<file path="config.mk">
export PLATFORM = sky130hd
export DESIGN_NAME = ser_tx
export DESIGN_NICKNAME = d
export VERILOG_FILES = /design/src/rtl/ser_tx_pkg.sv /design/src/rtl/ser_tx_hold.sv /design/src/rtl/ser_tx_shift.sv /design/src/rtl/ser_tx.sv
export SDC_FILE = /design/constraint.sdc
export NUM_CORES = 1
export LEC_CHECK = 0
export ABC_AREA = 1
export BUFFER_PORTS_ARGS = -buffer_cell sky130_fd_sc_hd__buf_2
export CAP_MARGIN = 0
export CORE_MARGIN = 5
export CORE_UTILIZATION = 51
export CTS_CLUSTER_DIAMETER = 150
export DETAILED_ROUTE_END_ITERATION = 10
export PLACE_DENSITY_LB_ADDON = 0.12
export SLEW_MARGIN = 20
export SYNTH_ARGS = -nofsm -noshare
export SYNTH_HDL_FRONTEND = slang
export SYNTH_SLANG_ARGS = --single-unit
</file>
<file path="constraint.sdc">
create_clock -name clk_i -period 1.4 [get_ports clk_i]
set_clock_uncertainty 0.2 [all_clocks]
set_input_delay 0.07 -clock clk_i [delete_from_list [all_inputs] [get_ports clk_i]]
set_output_delay 0.07 -clock clk_i [all_outputs]
set_load 0.01 [all_outputs]
</file>
<file path="src/rtl/ser_tx_pkg.sv">
package ser_tx_pkg;
  typedef enum logic [2:0] {
    PH_IDLE,
    PH_START,
    PH_DATA,
    PH_PAR,
    PH_STOP
  } ph_e;
endpackage

</file>
<file path="src/rtl/ser_tx_hold.sv">
module ser_tx_hold #(
  parameter int DATA_W = 8
) (
  input  logic              clk_i,
  input  logic              rst_ni,
  input  logic              wr_en_i,
  input  logic [DATA_W-1:0] wr_data_i,
  input  logic              take_i,
  output logic              full_o,
  output logic [DATA_W-1:0] data_o
);
  logic              full_q;
  logic [DATA_W-1:0] data_q;

  always_ff @(posedge clk_i or negedge rst_ni) begin
    if (!rst_ni) begin
      full_q <= 1'b0;
      data_q <= '0;
    end else if (take_i) begin
      full_q <= 1'b0;
    end else if (wr_en_i) begin
      full_q <= 1'b1;
      data_q <= wr_data_i;
    end
  end

  assign full_o = full_q;
  assign data_o = data_q;
endmodule

</file>
<file path="src/rtl/ser_tx_shift.sv">
module ser_tx_shift
  import ser_tx_pkg::*;
#(
  parameter int DATA_W   = 8,
  parameter int MIN_BITS = 5,
  parameter int OVS      = 16,
  parameter int SEL_W    = 2
) (
  input  logic              clk_i,
  input  logic              rst_ni,
  input  logic              tick_i,
  input  logic              load_i,
  input  logic [DATA_W-1:0] data_i,
  input  logic [SEL_W-1:0]  bits_sel_i,
  input  logic              par_en_i,
  input  logic              par_odd_i,
  input  logic              stop2_i,
  output logic              busy_o,
  output logic              line_o
);
  localparam int CW = (OVS > 1) ? $clog2(OVS) : 1;
  localparam int IW = $clog2(DATA_W);

  ph_e               ph_q;
  logic [CW-1:0]     cnt_q;
  logic [IW-1:0]     idx_q, last_q;
  logic [DATA_W-1:0] sh_q;
  logic              pen_q, pbit_q, s2_q;
  logic [IW-1:0]     last_d;
  logic              pbit_d;
  logic              bit_end;

  assign last_d  = IW'(MIN_BITS - 1) + IW'(bits_sel_i);
  assign bit_end = tick_i && (cnt_q == CW'(OVS - 1));

  always_comb begin
    pbit_d = par_odd_i;
    for (int i = 0; i < DATA_W; i++)
      if (IW'(i) <= last_d) pbit_d = pbit_d ^ data_i[i];
  end

  always_ff @(posedge clk_i or negedge rst_ni) begin
    if (!rst_ni) begin
      ph_q   <= PH_IDLE;
      cnt_q  <= '0;
      idx_q  <= '0;
      last_q <= '0;
      sh_q   <= '0;
      pen_q  <= 1'b0;
      pbit_q <= 1'b0;
      s2_q   <= 1'b0;
    end else if (load_i) begin
      ph_q   <= PH_START;
      cnt_q  <= '0;
      idx_q  <= '0;
      last_q <= last_d;
      sh_q   <= data_i;
      pen_q  <= par_en_i;
      pbit_q <= pbit_d;
      s2_q   <= stop2_i;
    end else if (ph_q != PH_IDLE && tick_i) begin
      if (bit_end) begin
        cnt_q <= '0;
        unique case (ph_q)
          PH_START: ph_q <= PH_DATA;
          PH_DATA: begin
            sh_q <= sh_q >> 1;
            if (idx_q == last_q) ph_q <= pen_q ? PH_PAR : PH_STOP;
            else idx_q <= idx_q + 1'b1;
          end
          PH_PAR: ph_q <= PH_STOP;
          PH_STOP: begin
            if (s2_q) s2_q <= 1'b0;
            else ph_q <= PH_IDLE;
          end
          default: ph_q <= PH_IDLE;
        endcase
      end else begin
        cnt_q <= cnt_q + 1'b1;
      end
    end
  end

  always_comb begin
    unique case (ph_q)
      PH_START: line_o = 1'b0;
      PH_DATA:  line_o = sh_q[0];
      PH_PAR:   line_o = pbit_q;
      default:  line_o = 1'b1;
    endcase
  end

  assign busy_o = (ph_q != PH_IDLE);
endmodule

</file>
<file path="src/rtl/ser_tx.sv">
module ser_tx #(
  parameter int DATA_W   = 8,
  parameter int MIN_BITS = 5,
  parameter int OVS      = 16,
  parameter int SEL_W    = 2
) (
  input  logic              clk_i,
  input  logic              rst_ni,
  input  logic              tx_en_i,
  input  logic              brk_i,
  input  logic              wr_i,
  input  logic [DATA_W-1:0] wr_data_i,
  input  logic              tick_i,
  input  logic [SEL_W-1:0]  bits_sel_i,
  input  logic              par_en_i,
  input  logic              par_odd_i,
  input  logic              stop2_i,
  output logic              txd_o,
  output logic              rdy_o,
  output logic              empty_o
);
  logic              full, busy, line, take, accept;
  logic [DATA_W-1:0] hold_data;

  assign rdy_o   = tx_en_i & ~full;
  assign accept  = wr_i & rdy_o;
  assign take    = full & ~busy;
  assign empty_o = ~full & ~busy;
  assign txd_o   = ~brk_i & line;

  ser_tx_hold #(.DATA_W(DATA_W)) u_hold (
    .clk_i     (clk_i),
    .rst_ni    (rst_ni),
    .wr_en_i   (accept),
    .wr_data_i (wr_data_i),
    .take_i    (take),
    .full_o    (full),
    .data_o    (hold_data)
  );

  ser_tx_shift #(
    .DATA_W(DATA_W), .MIN_BITS(MIN_BITS), .OVS(OVS), .SEL_W(SEL_W)
  ) u_shift (
    .clk_i      (clk_i),
    .rst_ni     (rst_ni),
    .tick_i     (tick_i),
    .load_i     (take),
    .data_i     (hold_data),
    .bits_sel_i (bits_sel_i),
    .par_en_i   (par_en_i),
    .par_odd_i  (par_odd_i),
    .stop2_i    (stop2_i),
    .busy_o     (busy),
    .line_o     (line)
  );
endmodule

</file>
## After elaboration in Yosys (flattened, before gate mapping)

Index checks and enable logic that the tools add are counted.

- Logic and storage cells: 94
- Input bits: 19
- Output and inout bits: 3
- Register bits: 33

- Bitwise gates (word level): 17
- $lt $le $gt $ge: 8
- Reductions and logical operators: 13
- Mux-type cells: 34
- Equality and inequality tests: 9
- Add/subtract/negate cells: 3

Operator list:

| kind | count |
|---|---|
| $mux 3 | 11 |
| $mux 8 | 4 |
| $mux 1 | 14 |
| $le 3x3->1 const A | 4 |
| $mux 4 | 3 |
| $pmux 3 s4 | 1 |
| $reduce_bool 2->1 | 5 |
| $reduce_and 4->1 | 2 |
| $xor 1x1->1 | 8 |
| $eq 3x2->1 const B | 2 |
| $le 1x3->1 const A | 2 |
| $le 2x3->1 const A | 2 |
| $reduce_and 3->1 | 2 |
| $and 1x1->1 | 5 |
| $add 4x1->4 const B | 1 |
| $eq 4x4->1 const B | 1 |
| $not 1->1 | 4 |
| $add 3x1->3 const B | 1 |
| $add 3x2->3 const A | 1 |
| $eq 3x1->1 const B | 1 |
| $eq 3x3->1 | 1 |
| $eq 3x3->1 const B | 1 |
| $ne 3x2->1 const B | 1 |
| $ne 3x3->1 const B | 1 |
| other kinds (5) | 6 |

## Logic depth before layout (Yosys ltp)

Gate-level depths: netlist of the first run.

- Word-level depth: 17
- Mapped depth: 11
- Depth with buffers taken out: 11

## Cells and area by module

A second synthesis of the first run with hierarchy kept.

- Cell total of the unflattened synthesis: 239
- Area, all modules: 1825.5 µm²

Modules (own cells, without submodules):

| module | cells each | times used | area an instance (µm²) | sequential area each (µm²) |
|---|---|---|---|---|
| ser_tx_shift | 192 | 1 | 1427.6 | 600.6 |
| ser_tx_hold | 38 | 1 | 359.1 | 225.2 |
| ser_tx | 9 | 1 | 38.8 | 0.0 |

## Worst setup path before layout of the first run

Ideal clock, no wire load.

- Path type: register to register
- From: register u_shift.cnt_q[0]
- To: register u_shift.sh_q[6]
- Slack: -0.095 ns
- Library setup time: 0.082 ns
- Path buffers: 1
- Data arrival time: 1.213 ns
- Clock period less this slack: 1.495 ns
- Data required time: 1.118 ns
- Cell stages (with the launch flop): 7
- Path through: dfrtp_1 > ha_1 > nand4_1 > o21ai_4 > buf_6 > nor2_1 > a31oi_1

- Longest elaborated chain between the ends: 4

RTL lines:

| element | line | RTL |
|---|---|---|
| from (decl) | ser_tx_shift.sv:25 | `logic [CW-1:0] cnt_q;` |
| from (signal assigned) | ser_tx_shift.sv:79 | `cnt_q <= cnt_q + 1'b1;` |
| $eq 4x4->1 | ser_tx_shift.sv:34 | `assign bit_end = tick_i && (cnt_q == CW'(OVS - 1));` |
| $logic_and 1x1->1 | ser_tx_shift.sv:34 |  |
| $reduce_bool 2->1 (no line) | - |  |
| $reduce_and 3->1 (no line) | - |  |
| to (signal assigned) | ser_tx_shift.sv:57 | `sh_q <= data_i;` |
| to (signal assigned) | ser_tx_shift.sv:67 | `sh_q <= sh_q >> 1;` |
| to (decl) | ser_tx_shift.sv:27 | `logic [DATA_W-1:0] sh_q;` |

No other way between the ends.
A chain may end at the register's enable or synchronous reset.

## Worst setup path after layout of the first run

- From: register u_shift.ph_q[1]
- To: register u_shift.ph_q[0]

- Longest elaborated chain between the ends: 5
- Elaborated cells on any way between the ends: 17
- Those cells by class: eq/ne: 6; mux: 4; bitwise: 2; reduce/logical: 5

RTL lines:

| element | line | RTL |
|---|---|---|
| from (decl) | ser_tx_shift.sv:24 | `ph_e ph_q;` |
| from (signal assigned) | ser_tx_shift.sv:68 | `if (idx_q == last_q) ph_q <= pen_q ? PH_PAR : PH_STOP;` |
| $eq 3x3->1, or another cell as far along | ser_tx_shift.sv:64 | `unique case (ph_q)` |
| $pmux 3 s4 / $not 1->1 (equally long branches) | ser_tx_shift.sv:64, ser_tx.sv:27 |  |
| $mux 3 / $and 1x1->1 (equally long branches) | ser_tx_shift.sv:62, ser_tx.sv:27 |  |
| $mux 3, or another cell as far along | ser_tx_shift.sv:61 | `end else if (ph_q != PH_IDLE && tick_i) begin` |
| $mux 3 / $reduce_and 4->1 (equally long branches) | - |  |

Parallel ways exist; a longest one is shown, timed or not. The select of a mux whose other input is x is not followed.

==> results.ini, run 1 <==
[timing]
setup_viol_count_final=27
hold_slack_ns=-0.05598
worstMarginPinSlew_ns=0.3120
slew_headroom_pct=79.20
hold_viol_final=11
fin_crit_ns=1.705
rsz0062_at_grt=true
min_period_over_period_pct=121.8
fin_ws_ns=-0.3049
maxSlewViolCount=0
fmax_mhz=586.6

[global_routing]
antenna_found_initial=0
grt_pass1_wl_mm=7.169
grt_max_degree=23
grt_overflow=0
grt_pass1_vias=1616
track_usage_pct=20.94

[floorplan]
start_util_pct=52.04
dieArea_sq_um=4640
die_y_um=68.12
ioPinCount=22
core_sq_um=3311
die_w_um=68.12
rows=21

[finish]
num-nets-final=301
multi_input_area_sq_um=858.3
n_fill_cell=245
diodes=0
postLayoutCellArea_sq_um=2531
areaGrowthSynthToFinish_pct=46.91
final_layout_size_suffix_gt1_share_pct=34.88
final-seq-area_sq_um=828.3
stdcell_count=327

[logic_synthesis]
avgSynthCellArea_sq_um=8.165
synth.area.top_cells=dfrtp_1 (48%), nand2_1 (16%), o21ai_0 (4.9%), inv_1 (4.4%), a31oi_1 (2.9%)
yosysTopAreaCell=dfrtp_1
synth.net_count=232
synth_top_area_share_pct=47.93
yosysSeqAreaShare_pct=47.93
synth_cell_types=28
postSynthCellCount=211
synth-seq-cells=33
ys.flop_type=dfrtp_1
synth-edff-count=0
yosys_warnings=0
synthArstFlopShare_pct=100.0
netlist_area_sq_um=1723

[clocking]
path_clk_slew_ns=0.10
cts_tree=yes
htreeDepth=2
cts_buffer_depth=2
cts-buffers-inserted=5
cts-root-buf=clkbuf_4
cts_hold_buf=16
insertion_delay_ns=0.34
cts_num_sinks=33

[setup_path]
slowest_stage=dfrtp_1
critPathMaxStageDelay_ns=0.44
endpoint=u_shift.ph_q[0]
cp-end-kind=flip-flop
r2r-end=u_shift.ph_q[0]
r2r_setup_slack_ns=-0.30
critical_path_class=flip-flop to flip-flop
r2r.worst_path.cells=9
r2r-start=u_shift.ph_q[1]
crit_fanout=6
cp.arrival_ns=1.73
cp.required_ns=1.42
setup.worst_path.start=u_shift.ph_q[1]
cp_cell_sequence=nor2_4 -> buf_12 -> nand3_4 -> nand2_4 -> nand2_4 -> inv_4 -> nand3_4 -> nand2_2 -> o21ai_2
start_kind=flip-flop

[detailed_routing]
drt_pass1_iterations=5
viasPerCell=4.954
wl_mm=4.304
drcViolationCount=0
ant_nets=0
vias=1620
drt_iter0_drc=75
wl_per_cell_um=13.16

[outcome]
violations=hold timing, setup timing
status=finished with violations

[placement]
port_buffers=21
hpwlAfterDp_mm=2.750
placed_area_sq_um=2081
place_congestion=0.7884
place_inst=293

[power]
powerDensity_nw_per_um2=2154
vdd_drop_max_mv=1.047
p_leak_uw=0.001265

[job]
maxCapViolCount=0

[min_path]
hold_class=primary input to async pin

## synth_stat cells (3+ instances only)
library cell   n
o21ai_1        3
o21ai_0       17
nor2_1        10
nand2_1       75
xnor2_1        5
a31oi_1        8
dfrtp_1       33
nand3_1       10
buf_6          3
inv_1         20
## metrics by stage
stage / setup TNS (ns) / util, % / setup slack (ns) / power [uW]
detailed placement: -2.905 / 62.85 / -0.1850 / 4046
finish: -6.274 / 76.46 / -0.3049 / 5452
global placement: -1.834 / 62.85 / -0.1216 / 3935
CTS: -5.195 / 73.17 / -0.2500 / 5037
global route: -8.043 / 76.46 / -0.3714 / 5872
floorplan: -0.8128 / - / -0.08272 / 3202
## where the power goes
group	leakage [uW]	switching, uW	total, uW	internal, uW
Clock	0.0000413	331	622	291
Combinational	0.000825	1570	3120	1550
Sequential	0.000398	350	1710	1360
## area by class of cell
type	instances	area share [%]
inverter	24	4.152
clock inverter	1	0.1977
sequential	33	32.72
tap	46	2.274
clock buffer	7	2.570
multi-input combinational	149	33.91
timing repair buffer	67	24.17
## registers in the layout, summed over array words and instances, names as in the netlist, 3 cells and up
register / flops
u_hold.data_o: 8
u_shift.cnt_q: 4
u_shift.idx_q: 3
u_shift.last_q: 3
u_shift.ph_q: 3
u_shift.sh_q: 8
## layout by cell type (no fill, tap or decap), types with 2 or more instances in the layout
cell / instances
nand3_4: 2
nand2_4: 7
buf_2: 21
nand3_1: 10
nand2_1: 63
buf_6: 5
nor2_2: 3
nand4_1: 2
buf_12: 7
dfrtp_1: 31
dlygate4sd3_1: 15
o21ai_1: 7
o21ai_0: 10
xnor2_1: 5
nor2_4: 2
o21ai_2: 3
buf_4: 18
clkbuf_4: 5
inv_1: 19
nand2_2: 8
inv_2: 3
nor2_1: 7
xor2_1: 2
a31oi_1: 8
clkbuf_8: 2
dfrtp_2: 2
## worst max-delay path: cells and delay by family (launching register included)
kind / cells / cell delay, ns
AO/OA/AOI/OAI: 1 / 0.06
AND/OR/NAND/NOR: 6 / 0.71
flip-flops: 1 / 0.44
buffers and inverters: 2 / 0.20
## worst min path at each step
stage / to / cells past startpoint / start
6_report: u_shift.cnt_q[2] / 2 / rst_ni
5_1_grt: u_shift.cnt_q[2] / 2 / rst_ni
4_1_cts: u_shift.last_q[1] / 3 / rst_ni
3_5_place_dp: u_shift.cnt_q[2] / 1 / rst_ni
3_3_place_gp: u_shift.cnt_q[3] / 1 / rst_ni
2_1_floorplan: u_hold.data_o[0] / 0 / rst_ni
## cell families after synthesis
| kind of cell | after synthesis | share of synthesized area [%] |
|---|---|---|
| DFF | 33 | 47.93 |
| AOI/OAI and AO/OA | 33 | 11.33 |
| buffers and inverters | 29 | 8.061 |
| and+or+nand+nor | 107 | 27.67 |
| xor gates and xnor gates | 7 | 3.559 |
| adders and majority gates | 2 | 1.452 |
## metal layers
| metal | up-vias | GRT usage (%) | part of all wire (%) |
|---|---|---|---|
| met1 | 763 | 24.47 | 40 |
| met2 | 36 | 37.91 | 55 |
| li1 | 814 | - | - |
| met3 | 7 | 3.448 | 3.4 |
| met4 | 0 | 8.189 | 1.2 |
| met5 | - | 0 | 0 |
## repair_timing
action,CTS,global route
pin swaps,12,13
gates cloned,0,1
hold endpoints to repair,49,11
resized for setup,19,20
buffers inserted,6,4
setup endpoints to repair,27,43
(Power assumes the default switching activity.)
==> inputs of run 2 (changes only) <==
--- a/config.mk
+++ b/config.mk
@@ -9,7 +9,7 @@
 export BUFFER_PORTS_ARGS = -buffer_cell sky130_fd_sc_hd__buf_2
 export CAP_MARGIN = 0
 export CORE_MARGIN = 5
-export CORE_UTILIZATION = 51
+export CORE_UTILIZATION = 57
 export CTS_CLUSTER_DIAMETER = 150
 export DETAILED_ROUTE_END_ITERATION = 10
 export PLACE_DENSITY_LB_ADDON = 0.12
==> constraint.sdc (replaced) <==
create_clock -name clk_i -period 1.8 [get_ports clk_i]
set_clock_uncertainty 0.2 [all_clocks]
set_input_delay 0.09 -clock clk_i [delete_from_list [all_inputs] [get_ports clk_i]]
set_output_delay 0.09 -clock clk_i [all_outputs]
set_load 0.01 [all_outputs]
==> run 2 against run 1 <==
- the flow now finishes without violations
- largest cell class is now registers
- sequential power fell by 22%
- critical path depth is 3 lower
- via count shrank 7.1%
- setup slack gained 0.41 ns
- clock-buffer cell count down 1
- die area is 9.0% lower
- flip-flop and latch count unchanged
- clock power is 36% lower
==> results.ini, run 2 (synthesized netlist as in run 1, its figures left out) <==
[floorplan]
dieArea_sq_um=4222  ; was 4640 sq um
rows=20  ; was 21
ioPinCount=22  ; unchanged
start_util_pct=57.86  ; was 52.04%
core_sq_um=2978  ; was 3311 sq um
die_y_um=64.98  ; was 68.12 um
die_w_um=64.98  ; was 68.12 um

[timing]
setup_viol_count_final=0  ; was 27
hold_viol_final=0  ; was 11
slew_headroom_pct=52.38  ; was 79.20%
worstMarginPinSlew_ns=0.7143  ; was 0.3120 ns
fin_crit_ns=1.695
rsz0062_at_grt=true  ; unchanged
fmax_mhz=589.8
fin_tns_setup_ns=0  ; was -6.274 ns
maxSlewViolCount=0  ; unchanged
min_period_over_period_pct=94.19

[min_path]
hp-start=tx_en_i
min_delay_path_depth=6
hold_class=primary input to flip-flop  ; was primary input to async pin
min_to=u_hold.data_o[6]

[setup_path]
r2r-start=u_shift.cnt_q[0]  ; was u_shift.ph_q[1]
cp-end-kind=primary output  ; was flip-flop
r2r-end=u_shift.sh_q[2]  ; was u_shift.ph_q[0]
r2r_setup_slack_ns=0.15  ; was -0.30 ns
r2r.worst_path.cells=5  ; was 9
cp.arrival_ns=1.41  ; was 1.73 ns
crit_buf_inv=2  ; unchanged
cp_cell_sequence=inv_2 -> nand2_2 -> nor2_4 -> nand2_1 -> a31oi_1 -> buf_2  ; was nor2_4 -> buf_12 -> nand3_4 -> nand2_4 -> nand2_4 -> inv_4 -> nand3_4 -> nand2_2 -> o21ai_2
slowest_stage=dfrtp_1  ; unchanged
cp.required_ns=1.51  ; was 1.42 ns
start_kind=flip-flop  ; unchanged
critical_path_class=flip-flop to primary output  ; was flip-flop to flip-flop
cp_top_family=flip-flops  ; was simple AND/OR/NAND/NOR gates
crit_fanout=3  ; was 6
critPathMaxStageDelay_ns=0.41  ; was 0.44 ns

[clocking]
cts_buffer_depth=2  ; unchanged
path_clk_slew_ns=0.10  ; about the same
cts-buffers-inserted=5  ; unchanged
cts_num_sinks=33  ; unchanged
cts-root-buf=clkbuf_4  ; unchanged
htreeDepth=2  ; unchanged
cts_tree=yes  ; unchanged
insertion_delay_ns=0.34  ; about the same

[global_routing]
grt_pass1_vias=1512  ; was 1616
grt_overflow=0  ; unchanged
track_usage_pct=19.82  ; was 20.94%
grt_max_degree=34  ; was 23
antenna_found_initial=0  ; unchanged
grt_pass1_wl_mm=6.396  ; was 7.169 mm

[detailed_routing]
drcViolationCount=0  ; unchanged
dr_wl_met3_um=161  ; was 148 um
wl_per_cell_um=12.41  ; was 13.16 um
drt_iter0_drc=86  ; was 75
wl_mm=3.574  ; was 4.304 mm
drt_pass1_iterations=4  ; was 5
viasPerCell=5.226  ; was 4.954
top_layer_used=met4  ; unchanged
met2_length_mm=1.840  ; was 2.373 mm
ant_nets=0  ; unchanged
wl_met1_mm=1.514  ; was 1.731 mm
vias=1505  ; was 1620

[finish]
diodes=0  ; unchanged
stdcell_count=288  ; was 327
num-nets-final=275  ; was 301
areaGrowthSynthToFinish_pct=20.26  ; was 46.91%
final_cell_mix=nand2_1 (75), dfrtp_1 (31), buf_2 (21)  ; was nand2_1 (63), dfrtp_1 (31), buf_2 (21)
final_common_cell=nand2_1  ; unchanged
final_layout_size_suffix_gt1_share_pct=19.22  ; was 34.88%

[placement]
hpwlAfterDp_mm=2.486  ; was 2.750 mm
place_congestion=0.8328  ; was 0.7884
port_buffers=21  ; unchanged
place_inst=261  ; was 293

[power]
powerDensity_nw_per_um2=1560  ; was 2154 nW/um^2
vdd_drop_max_mv=0.7298  ; was 1.047 mV
p_total_uw=3232  ; was 5452 uW
p_leak_uw=0.001054  ; was 0.001265 uW

[job]
maxCapViolCount=0  ; unchanged

[outcome]
status=completed  ; was finished with violations

## run 2: cell types whose count changed in the layout (fill, tap and decap cells not counted), sizes merged
cell    before  now
clkbuf       8    6
clkinv       1    2
buf         51   26
## run 2: what timing repair did
item / 4_1_cts / 5_1_grt
gates resized for setup: 0 / 3
pin swaps: 0 / 3
endpoints found under the hold margin: 48 / 0
endpoints found under the setup margin: 1 / 9
hold buffers: 15 / 0
setup buffers: 1 / 3
## run 2: worst reg2reg max path: stages (launching register included)
cell and delay, ns:
dfrtp_1 0.40, ha_1 0.20, nand4_1 0.16, o21ai_4 0.36, nor2_1 0.08, a31oi_1 0.17
## run 2: worst max path at each step
stage,from,endpoint,slack [ns],cells past startpoint
floorplan,u_shift.cnt_q[0],u_shift.sh_q[4],0.31,6
global placement,u_shift.ph_q[0],u_shift.ph_q[1],0.17,8
detailed placement,u_shift.ph_q[0],u_shift.ph_q[0],0.14,8
CTS,u_shift.ph_q[2],txd_o,0.04,6
global route,u_shift.ph_q[2],txd_o,-0.01,6
finish,u_shift.ph_q[2],txd_o,0.10,6
## run 2: where the power goes
group | total (uW) | switching (uW) | internal, uW | leakage (uW)
clock | 398 | 250 | 149 | 0.0000320
combinational | 1500 | 890 | 607 | 0.000624
sequential | 1340 | 279 | 1060 | 0.000398
total | 3230 | 1420 | 1810 | 0.00105
## run 2: routing by layer
metal	GRT usage [%]	vias up
met1	21.37	701
li1	-	758
met3	5.893	9
met5	0	-
met4	7.916	0
met2	35.89	37
## run 2: through the flow
step	hold slack [ns]	instance area, sq um	utilization [%]	worst slack, ns
finish	0.02060	2072	69.58	0.1046
detailed placement	-0.009945	1833	61.55	0.1397
floorplan	-0.4056	1723	-	0.3051
CTS	0.01911	2042	68.57	0.04484
global placement	-0.02316	1833	61.55	0.1692
global route	0.06114	2072	69.58	-0.01181
## run 2: layout make-up
cell class / count / area, sq um
Clock buffer: 6 / 41.29
Clock inverter: 2 / 10.01
Fill cell: 248 / 905.9
Inverter: 24 / 95.09
Multi-Input combinational cell: 149 / 763.2
Sequential cell: 33 / 828.3
Tap cell: 33 / 41.29
Timing Repair Buffer: 41 / 292.8
==> inputs of run 3 (changes only) <==
--- a/config.mk
+++ b/config.mk
@@ -12,6 +12,7 @@
 export CORE_UTILIZATION = 57
 export CTS_CLUSTER_DIAMETER = 150
 export DETAILED_ROUTE_END_ITERATION = 10
+export HOLD_SLACK_MARGIN = 0.15
 export PLACE_DENSITY_LB_ADDON = 0.12
 export SLEW_MARGIN = 20
 export SYNTH_ARGS = -nofsm -noshare
==> run 3 against run 2 <==
- core utilization increased by 0.71 points
- cell area increased by 1.0%
- total power decreased by 0.36%
- clock power increased by 1%
- critical path type is now flip-flop to flip-flop
- critical endpoint is now u_hold.data_o[1]
- largest power group unchanged
==> results.ini, run 3 (synthesized netlist as in run 1, its figures left out) <==
[global_routing]
met3_usage_pct=5.893  ; unchanged
busiest_layer=met2  ; unchanged
grt_max_degree=34  ; unchanged
grt_pass1_wl_mm=6.437  ; was 6.396 mm
met2_usage_pct=35.89  ; unchanged
grt_overflow=0  ; unchanged
antenna_found_initial=0  ; unchanged
track_usage_pct=19.93  ; was 19.82%
grt_pass1_vias=1530  ; was 1512
grt_use_met1_pct=21.71  ; was 21.37%

[detailed_routing]
drcViolationCount=0  ; unchanged
wl_per_cell_um=12.50  ; was 12.41 um
viasPerCell=5.208  ; was 5.226
drt_iter0_drc=102  ; was 86
ant_nets=0  ; unchanged
wl_mm=3.613  ; was 3.574 mm
drt_pass1_iterations=4  ; unchanged
vias=1505  ; unchanged

[finish]
n_fill_cell=246  ; was 248
final_layout_size_suffix_gt1_share_pct=19.53  ; was 19.22%
final-seq-area_sq_um=829.5  ; was 828.3 sq um
num-nets-final=276  ; was 275
areaGrowthSynthToFinish_pct=21.50  ; was 20.26%
final_common_cell=nand2_1  ; unchanged
multi_input_area_sq_um=768.2  ; was 763.2 sq um
final_cell_mix=nand2_1 (74), dfrtp_1 (30), buf_2 (21)  ; was nand2_1 (75), dfrtp_1 (31), buf_2 (21)
diodes=0  ; unchanged

[placement]
place_congestion=0.8328  ; unchanged
hpwlAfterDp_mm=2.486  ; unchanged
port_buffers=21  ; unchanged

[floorplan]
die_w_um=64.98  ; unchanged
rows=20  ; unchanged
core_sq_um=2978  ; unchanged
dieArea_sq_um=4222  ; unchanged
die_y_um=64.98  ; unchanged
start_util_pct=57.86  ; unchanged
ioPinCount=22  ; unchanged

[clocking]
cts-root-buf=clkbuf_4  ; unchanged
insertion_delay_ns=0.34  ; about the same
cts_buffer_depth=2  ; unchanged
cts_tree=yes  ; unchanged
htreeDepth=2  ; unchanged
path_clk_slew_ns=0.10  ; about the same
cts-buffers-inserted=5  ; unchanged
cts_num_sinks=33  ; unchanged

[setup_path]
cp.arrival_ns=1.75  ; was 1.41 ns
r2r-start=u_hold.full_o  ; was u_shift.cnt_q[0]
setup.worst_path.start=u_hold.full_o  ; was u_shift.ph_q[2]
critical_path_class=flip-flop to flip-flop  ; was flip-flop to primary output
critPathMaxStageDelay_ns=0.55  ; was 0.41 ns
crit_fanout=5  ; was 3
cp_top_family=buffers and inverters  ; was flip-flops
cp.required_ns=1.84  ; was 1.51 ns
slowest_stage=dlygate4sd3_1  ; was dfrtp_1
cp_common_cell=nand2_1
cp-end-kind=flip-flop  ; was primary output
start_kind=flip-flop  ; unchanged
crit_buf_inv=1  ; was 2
cp_cell_sequence=nor2_2 -> nand2_2 -> nand2_1 -> dlygate4sd3_1 -> nand2_1  ; was inv_2 -> nand2_2 -> nor2_4 -> nand2_1 -> a31oi_1 -> buf_2

[timing]
fin_tns_setup_ns=0  ; unchanged
maxSlewViolCount=0  ; unchanged
slew_headroom_pct=52.39  ; was 52.38%
worstMarginPinSlew_ns=0.7142  ; was 0.7143 ns
hold_viol_final=0  ; unchanged
rsz0062_at_grt=true  ; unchanged
min_period_over_period_pct=95.03  ; was 94.19%
fin_crit_ns=1.711  ; was 1.695 ns
fmax_mhz=584.6  ; was 589.8 MHz
hold_slack_ns=0.1300  ; was 0.02060 ns
setup_viol_count_final=0  ; unchanged

[min_path]
hold_class=primary input to async pin  ; was primary input to flip-flop

[job]
maxCapViolCount=0  ; unchanged

[power]
p_total_uw=3220  ; was 3232 uW
powerDensity_nw_per_um2=1538  ; was 1560 nW/um^2
p_leak_uw=0.001056  ; was 0.001054 uW
vdd_drop_max_mv=0.7172  ; was 0.7298 mV

[outcome]
status=completed  ; unchanged

## run 3: repair_timing
item / 4_1_cts / 5_1_grt
endpoints found under the setup margin: 1 / 10
resized for setup: 0 / 6
hold endpoints to repair: 53 / 0
pin swaps: 0 / 2
hold buffers: 18 / 0
buffers inserted: 1 / 1
## run 3: per-stage QoR
stage          area (sq um)  utilization [%]  cells  worst slack, ns
6_report               2093            70.29    289          0.08946
5_1_grt                2093            70.29    289        -0.005330
4_1_cts                2072            69.58    288          0.03290
3_5_place_dp           1833            61.55    261           0.1397
3_3_place_gp           1833            61.55    261           0.1692
2_1_floorplan          1723                -    211           0.3051
## run 3: final cells by class
type | instances | share of cell area, %
clock buffer | 6 | 1.973
inverter | 24 | 4.543
timing repair buffer | 42 | 14.70
tap | 33 | 1.973
sequential | 33 | 39.63
multi-input combinational | 149 | 36.70
clock inverter | 2 | 0.4782
## run 3: path summary, 6_finish.rpt
check	end	slack (ns)	depth (start not counted)
min in group clk_i	txd_o	0.21	3
min	u_shift.cnt_q[2]	0.13	2
max	u_hold.data_o[1]	0.09	5
max in group asynchronous	u_hold.full_o	0.78	2
max reg2reg	u_hold.data_o[1]	0.09	5
min reg2reg	u_shift.last_q[2]	0.31	1
## run 3: metal layers
layer  vias to the layer above  share of wire, %  routed length [um]
met5                         -                 0                   0
met4                         0               1.4                  50
met3                         7               4.1                 147
met2                        28                52                1873
met1                       707                43                1542
li1                        763                 -                   -
## run 3: report_power, final
| group | internal, uW | switching (uW) | leakage (uW) |
|---|---|---|---|
| Combinational | 589 | 887 | 0.000627 |
| Clock | 149 | 254 | 0.0000320 |
| Sequential | 1060 | 283 | 0.000397 |
| Total | 1800 | 1420 | 0.00106 |
